===== config.mk =====
export PLATFORM = sky130hd
export DESIGN_NAME = crc16_pkt_fsm
export DESIGN_NICKNAME = d
export VERILOG_FILES = /design/src/rtl/crc16_pkg.sv /design/src/rtl/crc16_pkt_fsm.sv
export SDC_FILE = /design/constraint.sdc
export NUM_CORES = 1
export LEC_CHECK = 0
export CAP_MARGIN = 10
export CORE_AREA = 2 2 39 41
export CTS_CLUSTER_DIAMETER = 150
export DETAILED_ROUTE_END_ITERATION = 10
export DIE_AREA = 0 0 41 43
export DONT_BUFFER_PORTS = 1
export PLACE_DENSITY = 0.31
export SYNTH_ARGS = -nofsm -noshare
export SYNTH_HDL_FRONTEND = slang
export SYNTH_SLANG_ARGS = --single-unit

===== constraint.sdc =====
create_clock -name clk -period 1.2 [get_ports clk]
set_clock_uncertainty 0.2 [all_clocks]
set_input_delay 0.06 -clock clk [delete_from_list [all_inputs] [get_ports clk]]
set_output_delay 0.06 -clock clk [all_outputs]
set_load 0.05 [all_outputs]

===== src/rtl/crc16_pkg.sv =====
package crc16_pkg;

    localparam int unsigned CRC_BITS  = 16;
    localparam int unsigned WORD_BITS = 32;
    localparam logic [15:0] POLY_0x1021 = 16'h1021;
    localparam logic [15:0] CRC_PRESET  = 16'hFFFF;

    typedef enum logic [1:0] {
        S_IDLE   = 2'd0,
        S_BODY   = 2'd1,
        S_REPORT = 2'd2
    } pkt_state_e;

endpackage


===== src/rtl/crc16_pkt_fsm.sv =====
module crc16_pkt_fsm
    import crc16_pkg::*;
#(
    parameter int unsigned MIN_WORDS = 4,
    parameter int unsigned CNT_W     = $clog2(MIN_WORDS + 1)
) (
    input  logic             clk,
    input  logic             rst_n,
    input  logic             word_valid,
    input  logic             word_sop,
    input  logic             word_eop,
    input  logic [CNT_W-1:0] cnt_q,
    output logic             start_pkt,
    output logic             step_pkt,
    output logic             crc_valid,
    output logic             len_err
);

    pkt_state_e state_q, state_d;
    logic       short_q;
    logic       short_now;
    logic       closing;

    assign start_pkt = word_valid && word_sop;
    assign step_pkt  = word_valid && !word_sop && (state_q == S_BODY);
    assign closing   = word_eop && (start_pkt || step_pkt);
    assign short_now = start_pkt ? (MIN_WORDS > 1)
                                 : ((int'(cnt_q) + 1) < int'(MIN_WORDS));

    always_comb begin
        state_d = state_q;
        unique case (state_q)
            S_IDLE, S_REPORT: begin
                if (start_pkt) state_d = word_eop ? S_REPORT : S_BODY;
                else           state_d = S_IDLE;
            end
            S_BODY: begin
                if (word_valid) state_d = word_eop ? S_REPORT : S_BODY;
            end
            default: state_d = S_IDLE;
        endcase
    end

    always_ff @(posedge clk) begin
        if (!rst_n) begin
            state_q <= S_IDLE;
            short_q <= 1'b0;
        end else begin
            state_q <= state_d;
            if (closing) short_q <= short_now;
        end
    end

    always_comb begin
        crc_valid = (state_q == S_REPORT);
        len_err   = (state_q == S_REPORT) && short_q;
    end

    // a result strobe is always preceded by an accepted end word
    assert_valid_after_eop_R6: assert property (@(posedge clk) disable iff (!rst_n)
        crc_valid |-> $past(word_valid && word_eop));

    // a stray non-start word while idle keeps the machine idle
    assert_stray_ignored_R8: assert property (@(posedge clk) disable iff (!rst_n)
        (state_q == S_IDLE && word_valid && !word_sop) |=> (state_q == S_IDLE));

    // a start word without end always leaves a packet open
    assert_sop_opens_R9: assert property (@(posedge clk) disable iff (!rst_n)
        (word_valid && word_sop && !word_eop) |=> (state_q == S_BODY));

endmodule


* Word-level counts from Yosys, hierarchy flattened
Index checks and enable logic that the tools add are counted.
** Word-level totals
- Input port bits :: 8
- Logic and storage cells :: 21
- Output and inout port bits :: 4
- Flip-flop bits (word level) :: 3
** Operators by class
- Muxes and demuxes :: 5
- Reductions and logical operators :: 9
- Equality and inequality tests :: 3
- Add/subtract/negate cells :: 1
- Magnitude comparators :: 1
** Operators by type and width (count)
- $mux W2 :: 3
- $logic_and A1 B1 Y1 :: 5
- $add A3 B1 Y4 const B :: 1
- $lt A4 B3 Y1 const B :: 1
- $pmux W2 S2 :: 1
- $eq A2 B1 Y1 const B :: 1
- $eq A2 B2 Y1 const B :: 1
- $logic_not A2 Y1 :: 1
- $ne A2 B2 Y1 const B :: 1
- $reduce_or A2 Y1 :: 1
- $logic_not A1 Y1 :: 1
- $logic_or A1 B1 Y1 :: 1
- $mux W1 :: 1

* Depth between registers and ports, before layout
- Depth in word-level cells :: 5
- Gate-level depth with buffers :: 3
- Gate-level depth less buffers :: 3

* Least setup slack after synthesis
No wires, ideal clock.
- Kind :: reg2out
- Start point :: reg state_q[0]
- End point :: out len_err
- Stages on the path, launching flop included :: 3
- Required time :: 0.940 ns
- Setup slack :: -0.354 ns
- Buffers on the path :: 0
- Data arrival time :: 1.294 ns
- Cell sequence :: dfxtp_1 -> and2b_1 -> and2_1
** On the way
- Longest elaborated chain between the ends :: 2
** Ends and longest elaborated chain
- start, declared :: RTL line crc16_pkt_fsm.sv:19 : pkt_state_e state_q, state_d;
- start signal, assigned :: RTL line crc16_pkt_fsm.sv:49 : state_q <= state_d;
- $eq A2 B2 Y1
- named net crc_valid :: RTL line crc16_pkt_fsm.sv:15 : output logic crc_valid,
- $logic_and A1 B1 Y1 :: RTL line crc16_pkt_fsm.sv:56 : len_err = (state_q == S_REPORT) && short_q;
- end, declared :: RTL line crc16_pkt_fsm.sv:16 : output logic len_err
The timed path passes the listed nets, and every way through them passes these cells.

* Final worst setup path
- Start point :: reg state_q[1]
- End point :: out step_pkt
** On the way
- Longest elaborated chain between the ends :: 2
** Ends and longest elaborated chain
- $eq A2 B1 Y1 :: RTL line crc16_pkt_fsm.sv:25 : assign step_pkt = word_valid && !word_sop && (state_q == S_BODY);
- $logic_and A1 B1 Y1 :: RTL line crc16_pkt_fsm.sv:25
- end, declared :: RTL line crc16_pkt_fsm.sv:14 : output logic step_pkt,
Every way passes these cells.

==> results.py <==
metrics = {
    "run_status": {
        "status": "finished, violations left",
        "violations": "negative hold slack, negative setup slack",
    },
    "global_routing": {
        "grt_first_pass_wirelength_um": 710,
        "antenna_found_initial": 0,
        "grt_overflow": 0,
        "grt_max_degree": 7,
        "grt_pass1_vias": 193,
        "grtUsageTotal_pct": 6.82,
    },
    "drt": {
        "drc": 0,
        "drt_iter0_markers": 3,
        "wl_met2_um": 205,
        "met1Wirelength_um": 192,
        "top_layer_used": "met3",
        "dr_wl_met3_um": 54,
        "drt_pre_antenna_iters": 4,
        "detail-route-antenna-nets": 0,
        "wirelength_um": 452,
        "vias_per_cell": 4.15,
        "num_vias": 195,
        "wl_per_cell_um": 9.62,
    },
    "timing": {
        "slew_headroom_pct": 72.2,
        "whs_ps": -243,
        "period_share_pct": 105,
        "fin_crit_ps": 1260,
        "setup_viol": 3,
        "final_max_slew_viol_count": 0,
        "rsz0062_at_grt": "yes",
        "worst_slew_pin_slew_ps": 417,
        "setup_tns_ps": -116,
        "max_freq_mhz": 793,
        "layout_setup_ws_ps": -61.3,
        "hold_viol_final": 3,
    },
    "clocking": {
        "hold_buffers": 3,
        "clockBufferDepth": 2,
        "cts_tree": "done",
        "clk_latency_ps": 230,
        "cts-root-buf": "clkbuf_4",
        "htreeDepth": 1,
        "numCtsBuffers": 3,
        "cts.sinks": 3,
        "clk_pin_slew_ps": 30,
    },
    "worst_setup_path": {
        "r2r-start": "state_q[0]",
        "reg2reg_depth": 4,
        "r2r_slack_ps": 20,
        "critical_path.max_fanout": 3,
        "critPathCapture": "step_pkt",
        "cp.required_ps": 940,
        "crit_arrival_ps": 1000,
        "startpoint": "state_q[1]",
        "r2r-end": "short_q",
        "start_kind": "flop",
        "end_kind": "output pin",
        "crit_type": "reg2out",
    },
    "min_path": {
        "hold_path.startpoint": "word_valid",
        "hp-class": "in2reg",
    },
    "placement": {
        "portBuffers": 0,
        "dp_hpwl_um": 367,
        "gp_congestion": 0.687,
        "dp.cells": 39,
        "post-place-ws_ps": 45.4,
        "dpl-instance-area_um2": 218,
    },
    "floorplan": {
        "die_h_um": 43,
        "fp.dieArea_mm2": 0.00176,
        "row_count": 14,
        "start_util_pct": 12.6,
        "core_mm2": 0.00138,
        "die_w_um": 41,
        "top_level_ports": 12,
    },
    "final_layout": {
        "fill_cells": 144,
        "design_area_um2": 300,
        "layout-drive-gt1-share_pct": 41.9,
        "syn_to_final_growth_pct": 72.7,
        "n_antenna_cell": 0,
        "final_cells": 47,
        "nets": 40,
    },
    "power": {
        "seqPwrFrac_pct": 32.5,
        "combPwrFrac_pct": 16.2,
        "p_int_uw": 254,
        "power_density_mw_per_mm2": 1110,
        "switchingPower_uw": 80.3,
        "p_clk_share_pct": 51.2,
        "p_sw_share_pct": 24.0,
        "p_leak_uw": 0.000129,
        "ir_worst_vdd_mv": 0.472,
    },
    "synthesis": {
        "synth_area_per_cell_um2": 8.28,
        "synth_fp_nets": 29,
        "synth.ff_latch_count": 3,
        "ys_seq_area_share_pct": 34.5,
        "ys.warnings.count": 0,
        "synth_cells": 21,
        "ys_types": 14,
        "syn_area_um2": 174,
    },
    "run": {
        "maxCapViolations": 0,
    },
}
## power groups by stage
stage | Clock [uW] | Combinational (uW) | Sequential (uW)
2_1_floorplan | 0 | 31.0 | 109
3_3_place_gp | 0 | 35.9 | 111
3_5_place_dp | 0 | 35.6 | 111
4_1_cts | 181 | 51.3 | 109
5_1_grt | 194 | 58.5 | 109
6_report | 171 | 54.2 | 109
## layout by cell type, fill, tap and decap left out
| master | instances |
|---|---|
| a21oi_1 | 2 |
| o221ai_2 | 1 |
| o21a_1 | 1 |
| dlygate4sd3_1 | 2 |
| nand3_1 | 1 |
| clkbuf_1 | 1 |
| nand2b_4 | 1 |
| and2_4 | 1 |
| clkbuf_4 | 3 |
| nand4_1 | 1 |
| buf_8 | 1 |
| nor3_1 | 1 |
| o211ai_1 | 1 |
| nand2_1 | 4 |
| and4bb_4 | 1 |
| dfxtp_1 | 1 |
| buf_4 | 2 |
| nand2b_1 | 1 |
| inv_1 | 1 |
| dlymetal6s4s_1 | 1 |
| dfxtp_2 | 2 |
| and2b_2 | 1 |
## area by class of cell
type	count	area (um^2)	area share, %
inverters	1	3.75	1.25
well taps	16	20.0	6.67
multi-input cells	17	125	41.7
clock buffers	4	26.3	8.75
repair buffers	6	62.6	20.8
flip-flops and latches	3	62.6	20.8
## critical path, cell delays in order, from the launching register on
cell and delay (ps):
dfxtp_2 310, and4bb_4 310, buf_8 150
## metrics by stage
step	total power [uW]	util, %
6_report	334	21.7
5_1_grt	362	21.7
4_1_cts	341	21.0
3_5_place_dp	146	15.7
3_3_place_gp	147	15.7
2_1_floorplan	140	-
## Yosys cell counts
cell type | n | area (um^2)
nand3_1 | 1 | 5.00
and2b_1 | 1 | 7.51
o221ai_2 | 1 | 15.0
nor3_1 | 1 | 5.00
nand2_1 | 4 | 15.0
o211ai_1 | 1 | 7.51
o21a_1 | 1 | 7.51
dfxtp_1 | 3 | 60.1
nand2b_1 | 2 | 12.5
nand4_1 | 1 | 6.26
inv_1 | 1 | 3.75
a21oi_1 | 2 | 10.0
and2_1 | 1 | 6.26
and4bb_1 | 1 | 12.5
## sequential cells by signal (all words and copies together) (netlist names)
signal,count
short_q,1
state_q,2
## repair_timing
item | 4_1_cts | 5_1_grt
setup buffers | 1 | 0
gates resized for setup | 3 | 2
pin swaps | 1 | 1
hold endpoints to repair | 3 | 3
endpoints found under the setup margin | 3 | 4
## layer usage
layer	GRT usage, %	vias up
li1	-	97
met4	6.67	0
met5	0	-
met1	5.77	82
met3	7.33	0
met2	8.13	16
## worst min-delay path by stage
stage                     slack [ps]  depth (start not counted)    endpoint
final                           -240                          2  state_q[1]
after global routing            -220                          2  state_q[1]
after global placement            -8                          1  state_q[0]
after floorplan                  -20                          1  state_q[0]
after detailed placement         -10                          1  state_q[0]
after CTS                       -250                          2  state_q[1]
## kinds of logic after synthesis
logic type | synth area share [%]
simple gates | 40.3
compound gates | 23.0
flops | 34.5
buf+inv | 2.16
(Power assumes the default switching activity.)
